**src/rtl/cdal_pkg.sv**
```systemverilog
// Shared widths, register offsets and the packed countdown type.
// Assumes word-aligned byte offsets on an 8-bit address.
package cdal_pkg;
    localparam int ADDR_W   = 8;
    localparam int DATA_W   = 32;
    localparam int SEC_W    = 6;
    localparam int MIN_W    = 6;
    localparam int HR_W     = 5;
    localparam int DAY_W    = 8;
    localparam int SEC_LSB  = 0;
    localparam int MIN_LSB  = 8;
    localparam int HR_LSB   = 16;
    localparam int DAY_LSB  = 21;
    localparam int SEC_WRAP = 59;
    localparam int MIN_WRAP = 59;
    localparam int HR_WRAP  = 23;
    localparam int DAY_WRAP = (1 << DAY_W) - 1;
    localparam int RUN_BIT  = 8;
    localparam int MASK_BIT = 0;
    localparam int PEND_BIT = 0;

    localparam logic [ADDR_W-1:0] OFS_COUNT  = 8'h0C;
    localparam logic [ADDR_W-1:0] OFS_RUN    = 8'h14;
    localparam logic [ADDR_W-1:0] OFS_MASK   = 8'h18;
    localparam logic [ADDR_W-1:0] OFS_STATUS = 8'h1C;

    typedef struct packed {
        logic [DAY_W-1:0] day;
        logic [HR_W-1:0]  hr;
        logic [MIN_W-1:0] min;
        logic [SEC_W-1:0] sec;
    } gap_t;
endpackage

```
**src/rtl/cdal_digit.sv**
```systemverilog
// One radix digit of the countdown. It holds its value, takes a load,
// and on a borrow-in either decrements or wraps to WRAP and borrows out.
// Assumes that load has priority over borrow-in.
module cdal_digit #(
    parameter int W    = 6,
    parameter int WRAP = 59
) (
    input  logic         clk,
    input  logic         rst_n,
    input  logic         load,
    input  logic [W-1:0] load_val,
    input  logic         borrow_in,
    output logic [W-1:0] value,
    output logic         borrow_out,
    output logic         next_zero
);
    logic [W-1:0] nxt;

    // Next value and borrow for one decrement request.
    always_comb begin
        nxt        = value;
        borrow_out = 1'b0;
        if (borrow_in) begin
            if (value == '0) begin
                nxt        = W'(WRAP);
                borrow_out = 1'b1;
            end else begin
                nxt = value - 1'b1;
            end
        end
    end

    assign next_zero = (nxt == '0);

    // Digit storage with load priority.
    always_ff @(posedge clk) begin
        if (!rst_n)       value <= '0;
        else if (load)    value <= load_val;
        else              value <= nxt;
    end
endmodule

```
**src/rtl/cdal_counter.sv**
```systemverilog
// Mixed-radix day/hour/minute/second countdown. It steps on a tick while
// running and non-zero, and flags the step that lands on zero.
// Assumes a tick lasts one cycle and that a load wins over a tick.
module cdal_counter
    import cdal_pkg::*;
(
    input  logic clk,
    input  logic rst_n,
    input  logic tick,
    input  logic run,
    input  logic load,
    input  gap_t load_gap,
    output gap_t gap,
    output logic fire
);
    logic step;
    logic b_sec, b_min, b_hr, b_day;
    logic z_sec, z_min, z_hr, z_day;

    assign step = tick && run && !load && (gap != '0);

    cdal_digit #(.W(SEC_W), .WRAP(SEC_WRAP)) u_sec (
        .clk(clk), .rst_n(rst_n), .load(load), .load_val(load_gap.sec),
        .borrow_in(step), .value(gap.sec), .borrow_out(b_sec), .next_zero(z_sec));
    cdal_digit #(.W(MIN_W), .WRAP(MIN_WRAP)) u_min (
        .clk(clk), .rst_n(rst_n), .load(load), .load_val(load_gap.min),
        .borrow_in(b_sec), .value(gap.min), .borrow_out(b_min), .next_zero(z_min));
    cdal_digit #(.W(HR_W), .WRAP(HR_WRAP)) u_hr (
        .clk(clk), .rst_n(rst_n), .load(load), .load_val(load_gap.hr),
        .borrow_in(b_min), .value(gap.hr), .borrow_out(b_hr), .next_zero(z_hr));
    cdal_digit #(.W(DAY_W), .WRAP(DAY_WRAP)) u_day (
        .clk(clk), .rst_n(rst_n), .load(load), .load_val(load_gap.day),
        .borrow_in(b_hr), .value(gap.day), .borrow_out(b_day), .next_zero(z_day));

    // Flag the step whose result is all zeros.
    always_comb fire = step && z_sec && z_min && z_hr && z_day;

    // a non-zero count never borrows past the day field.
    a_r4_no_day_underflow: assert property (@(posedge clk) disable iff (!rst_n)
        !b_day);
    // without a tick or a load the count holds.
    a_r3_hold_without_tick: assert property (@(posedge clk) disable iff (!rst_n)
        (!tick && !load) |=> $stable(gap));
    // a stopped counter holds.
    a_r8_hold_when_stopped: assert property (@(posedge clk) disable iff (!rst_n)
        (!run && !load) |=> $stable(gap));
    // zero stays zero until reloaded.
    a_r5_zero_sticks: assert property (@(posedge clk) disable iff (!rst_n)
        (gap == '0 && !load) |=> (gap == '0));
endmodule

```
**src/rtl/cdal_regs.sv**
```systemverilog
// Register file: count load decode, run bit, interrupt mask, a
// write-one-to-clear pending flag, and the read multiplexer.
// Assumes single-cycle writes. A fire in the same cycle as a clear wins.
module cdal_regs
    import cdal_pkg::*;
(
    input  logic              clk,
    input  logic              rst_n,
    input  logic              wr_en,
    input  logic [ADDR_W-1:0] wr_addr,
    input  logic [DATA_W-1:0] wr_data,
    input  logic [ADDR_W-1:0] rd_addr,
    input  gap_t              gap,
    input  logic              fire,
    output logic              load,
    output gap_t              load_gap,
    output logic              run,
    output logic              irq_mask,
    output logic              pending,
    output logic [DATA_W-1:0] rd_data
);
    logic [DATA_W-1:0] wr_data_unused;
    logic              clear;

    assign wr_data_unused = wr_data;

    // Write decode and unpacking of the count fields.
    always_comb begin
        load         = wr_en && (wr_addr == OFS_COUNT);
        clear        = wr_en && (wr_addr == OFS_STATUS) && wr_data[PEND_BIT];
        load_gap.sec = wr_data[SEC_LSB +: SEC_W];
        load_gap.min = wr_data[MIN_LSB +: MIN_W];
        load_gap.hr  = wr_data[HR_LSB  +: HR_W];
        load_gap.day = wr_data[DAY_LSB +: DAY_W];
    end

    // Run and mask control bits.
    always_ff @(posedge clk) begin
        if (!rst_n) begin
            run      <= 1'b0;
            irq_mask <= 1'b0;
        end else if (wr_en) begin
            if (wr_addr == OFS_RUN)  run      <= wr_data[RUN_BIT];
            if (wr_addr == OFS_MASK) irq_mask <= wr_data[MASK_BIT];
        end
    end

    // Pending flag: set by fire, cleared by a write of one.
    always_ff @(posedge clk) begin
        if (!rst_n)     pending <= 1'b0;
        else if (fire)  pending <= 1'b1;
        else if (clear) pending <= 1'b0;
    end

    // Read multiplexer. Unused bits read as zero.
    always_comb begin
        rd_data = '0;
        case (rd_addr)
            OFS_COUNT: begin
                rd_data[SEC_LSB +: SEC_W] = gap.sec;
                rd_data[MIN_LSB +: MIN_W] = gap.min;
                rd_data[HR_LSB  +: HR_W]  = gap.hr;
                rd_data[DAY_LSB +: DAY_W] = gap.day;
            end
            OFS_RUN:    rd_data[RUN_BIT]  = run;
            OFS_MASK:   rd_data[MASK_BIT] = irq_mask;
            OFS_STATUS: rd_data[PEND_BIT] = pending;
            default:    rd_data = '0;
        endcase
    end

    // the flag rises only after a firing step.
    a_r5_set_by_fire: assert property (@(posedge clk) disable iff (!rst_n)
        !pending |=> (!pending || $past(fire)));
    // a clear without a coincident fire drops the flag.
    a_r6_w1c_clears: assert property (@(posedge clk) disable iff (!rst_n)
        (clear && !fire) |=> !pending);
    // without a clear the flag holds.
    a_r6_flag_holds: assert property (@(posedge clk) disable iff (!rst_n)
        (pending && !clear) |=> pending);
endmodule

```
**src/rtl/cdal_top.sv**
```systemverilog
// Countdown alarm top: the register file plus the mixed-radix counter.
// The interrupt is the pending flag gated by the mask.
// Assumes sec_tick is synchronous to clk and lasts one cycle.
module cdal_top
    import cdal_pkg::*;
(
    input  logic              clk,
    input  logic              rst_n,
    input  logic              sec_tick,
    input  logic              wr_en,
    input  logic [ADDR_W-1:0] wr_addr,
    input  logic [DATA_W-1:0] wr_data,
    input  logic [ADDR_W-1:0] rd_addr,
    output logic [DATA_W-1:0] rd_data,
    output logic              irq
);
    gap_t gap, load_gap;
    logic load, fire, run, irq_mask, pending;

    cdal_regs u_regs (
        .clk(clk), .rst_n(rst_n), .wr_en(wr_en), .wr_addr(wr_addr),
        .wr_data(wr_data), .rd_addr(rd_addr), .gap(gap), .fire(fire),
        .load(load), .load_gap(load_gap), .run(run), .irq_mask(irq_mask),
        .pending(pending), .rd_data(rd_data));

    cdal_counter u_cnt (
        .clk(clk), .rst_n(rst_n), .tick(sec_tick), .run(run), .load(load),
        .load_gap(load_gap), .gap(gap), .fire(fire));

    // Interrupt gating.
    always_comb irq = pending && irq_mask;

    // a stopped counter never fires.
    a_r8_no_fire_stopped: assert property (@(posedge clk) disable iff (!rst_n)
        !run |-> !fire);
    // a load is never also a firing step.
    a_r9_load_no_fire: assert property (@(posedge clk) disable iff (!rst_n)
        load |-> !fire);
endmodule

```
**config.mk**
```make
export PLATFORM = sky130hd
export DESIGN_NAME = cdal_top
export DESIGN_NICKNAME = d
export VERILOG_FILES = /design/src/rtl/cdal_pkg.sv /design/src/rtl/cdal_digit.sv /design/src/rtl/cdal_counter.sv /design/src/rtl/cdal_regs.sv /design/src/rtl/cdal_top.sv
export SDC_FILE = /design/constraint.sdc
export NUM_CORES = 1
export LEC_CHECK = 0
export BUFFER_PORTS_ARGS = -buffer_cell sky130_fd_sc_hd__buf_2
export CORE_MARGIN = 5
export CORE_UTILIZATION = 47
export DETAILED_ROUTE_END_ITERATION = 6
export HOLD_SLACK_MARGIN = 0.12
export PLACE_DENSITY = 0.87
export SYNTH_ARGS = -nofsm -noshare
export SYNTH_HDL_FRONTEND = slang
export SYNTH_HIERARCHICAL = 1
export SYNTH_SLANG_ARGS = --single-unit
```
**constraint.sdc**
```tcl
create_clock -name clk -period 4.8 [get_ports clk]
set_input_delay 0.48 -clock clk [delete_from_list [all_inputs] [get_ports clk]]
set_output_delay 0.48 -clock clk [all_outputs]
set_load 0.01 [all_outputs]
```
==> flow_summary_export.csv <==
group,metric,value,unit
outcome,run_status,"finished, final reports clean",
route,vias_per_cell,5.70,
route,drc,0,
placed_design,dp.cells,423,
global_route,grt_overflow,0,
layout,diodes,0,
worst_setup_path,crit_family,"simple AND/OR/NAND/NOR gates",
clock_network,cts_buffer_depth,2,
pwr,vdd_drop_max,0.129,mV
global_route,grt_pass1_wl,11000,µm
route,drtPass1Iterations,4,
timing,slew_violations,0,
clock_network,cts_buffers,3,
worst_setup_path,cp.arrival,4.60,ns
layout,final_cell_area,0.00289,mm²
worst_setup_path,slowest_delay,0.52,ns
route,vias,2436,
global_route,antenna_found_initial,0,
layout,post_route_cells_drive_above_1_share,33.2,%
worst_setup_path,r2r_setup_slack,0.38,ns
clock_network,post_cts_buffers,0,
timing,timing.final.crit_period,4.47,ns
worst_setup_path,setup.worst_path.end_class,"flip-flop",
layout,nFillCells,532,
clock_network,ctsHoldBuffers,0,
timing,relSlewSlack,35.4,%
placed_design,place.gp.congestion,0.917,
floorplanning,core,0.00541,mm²
timing,finalHoldViolCount,0,
timing,setup_viol,0,
pwr,leakagePower,0.00133,µW
worst_hold_path,holdPathEnd,"u_cnt/u_day/value[5]",
clock_network,clk_latency,0.28,ns
pwr,p_per_area,162,mW/mm²
timing,worst_pin_slew,0.962,ns
timing,rsz0062_at_grt,"no",
synthesis,syn_inst,308,
synthesis,synth_area,0.00257,mm²
global_route,first_global_vias,2378,
worst_hold_path,hp-class,"input port to flip-flop",
clock_network,clk_pin_slew_worst_paths,0.11,ns
worst_setup_path,path_class,"input port to flip-flop",
worst_hold_path,min_from,"wr_data[26]",
placed_design,dpl.hpwl,4850,µm
worst_setup_path,path_depth,20,
global_route,grt.total_usage,18.4,%
worst_setup_path,critPathBufInv,1,
clock_network,clockRootBuffer,"clkbuf_8",
route,wl,6630,µm
worst_setup_path,cp_max_fo,6,
worst_setup_path,required,4.93,ns
floorplanning,die_w,83.9,µm
worst_setup_path,path_cells,"buf_2 -> nor2_1 -> and3_1 -> and3b_1 -> nand3b_1 -> a21oi_1 -> or4b_4 -> nor2_2 -> or4b_4 -> nor2_2 -> and4bb_4 -> nor2b_4 -> nor4bb_1 -> nand2_1 -> and4_1 -> and3_1 -> nand4_1 -> a211oi_2 -> nor2b_1 -> a41oi_1",
worst_hold_path,holdPathStages,3,
synthesis,postSynthAreaPerCell,8.34,µm²
layout,final_cells,427,
worst_setup_path,rr_startpoint,"u_cnt/u_sec/value[1]",
floorplanning,die_area,0.00705,mm²
floorplanning,boundaryPins,85,
layout,syn_to_final_growth,12.3,%
synthesis,yosysWarnings,6,
worst_setup_path,r2r_cells,17,
placed_design,place_area,0.00280,mm²
global_route,grt_max_degree,32,
clock_network,post_cts_resized,0,
floorplanning,die_y,83.9,µm
floorplanning,rows,27,
floorplanning,initial_core_util,47.5,%
timing,period_share,93.2,%
timing,fmax,223,MHz
clock_network,h-tree-depth,1,
route,drt_iter0_markers,213,
route,final_antenna_net_count,0,
worst_setup_path,slowest_stage,"or4b_4",
clock_network,cts_tree,"yes",
timing,fin_hold_ws,0.431,ns
timing,finalClockSkew,0.00656,ns
worst_setup_path,r2r_end,"u_regs/pending",
clock_network,clkSinkCount,28,
job,max-cap-violations,0,
worst_setup_path,startpoint_type,"input port",
route,post_drt_wl_per_cell,15.5,µm
placed_design,port_buffers,70,
layout,finalNetCount,415,
## power breakdown
part	switching, µW	internal (µW)
registers	0.779	233
clock network	82.9	112
logic	19.7	19.3
## how the worst max path moves through the flow
stage	startpoint	endpoint	slack, ns
2_1_floorplan	wr_addr[1]	u_regs/pending	0.11
3_3_place_gp	wr_addr[1]	u_regs/pending	0.04
3_5_place_dp	wr_addr[1]	u_regs/pending	-0.11
4_1_cts	wr_addr[1]	u_regs/pending	0.15
5_1_grt	wr_addr[1]	u_regs/pending	0.07
6_report	wr_addr[1]	u_regs/pending	0.33
## layout make-up
| class | count | area [µm²] | area share [%] |
|---|---|---|---|
| inverters | 14 | 52.6 | 1.82 |
| well taps | 72 | 90.1 | 3.12 |
| clock inverters | 1 | 30.0 | 1.04 |
| clock buffers | 3 | 41.3 | 1.43 |
| flip-flops and latches | 28 | 561 | 19.4 |
| multi-input cells | 230 | 1690 | 58.7 |
| repair buffers | 79 | 418 | 14.5 |
## worst register-to-register path, delay by kind of cell (launching register included)
family / cells / cell delay, ns
flops: 1 / 0.49
compound gates: 3 / 0.35
simple gates: 14 / 3.43
## placed cells by master, fill, tap and decap left out, types with 6 or more instances in the layout
| cell | n |
|---|---|
| conb_1 | 7 |
| nor4_1 | 8 |
| dfxtp_1 | 28 |
| and2_2 | 14 |
| buf_4 | 9 |
| buf_2 | 70 |
| and2_1 | 12 |
| xor2_1 | 9 |
| nand2b_1 | 7 |
| nor2b_1 | 6 |
| inv_1 | 14 |
| o21ai_0 | 13 |
| o221a_1 | 6 |
| nand2_1 | 21 |
| nor2_1 | 12 |
| ha_1 | 7 |
## metal layers
metal | GRT usage [%] | up-vias | routed length, µm
met5 | 0 | - | 0
met4 | 4.09 | 0 | 125
met3 | 3.85 | 15 | 509
met2 | 33.3 | 106 | 3340
met1 | 22.2 | 1136 | 2660
li1 | - | 1179 | -
## registers in the layout, indices dropped and copies added (netlist names)
| register | count |
|---|---|
| u_regs/run | 1 |
| u_cnt/u_min/value | 6 |
| u_cnt/u_hr/value | 5 |
| u_regs/irq_mask | 1 |
| u_regs/pending | 1 |
| u_cnt/u_sec/value | 6 |
| u_cnt/u_day/value | 8 |
## through the flow
step                      total power [µW]  setup WS (ns)  util [%]  TNS [ns]
after floorplan                        270          0.114         -         0
after CTS                              470          0.152      53.1         0
after global placement                 276         0.0356      51.8         0
final                                  467          0.325      53.4         0
after detailed placement               277         -0.107      51.8    -0.107
after global routing                   486         0.0733      53.4         0
(Power assumes the default switching activity.)
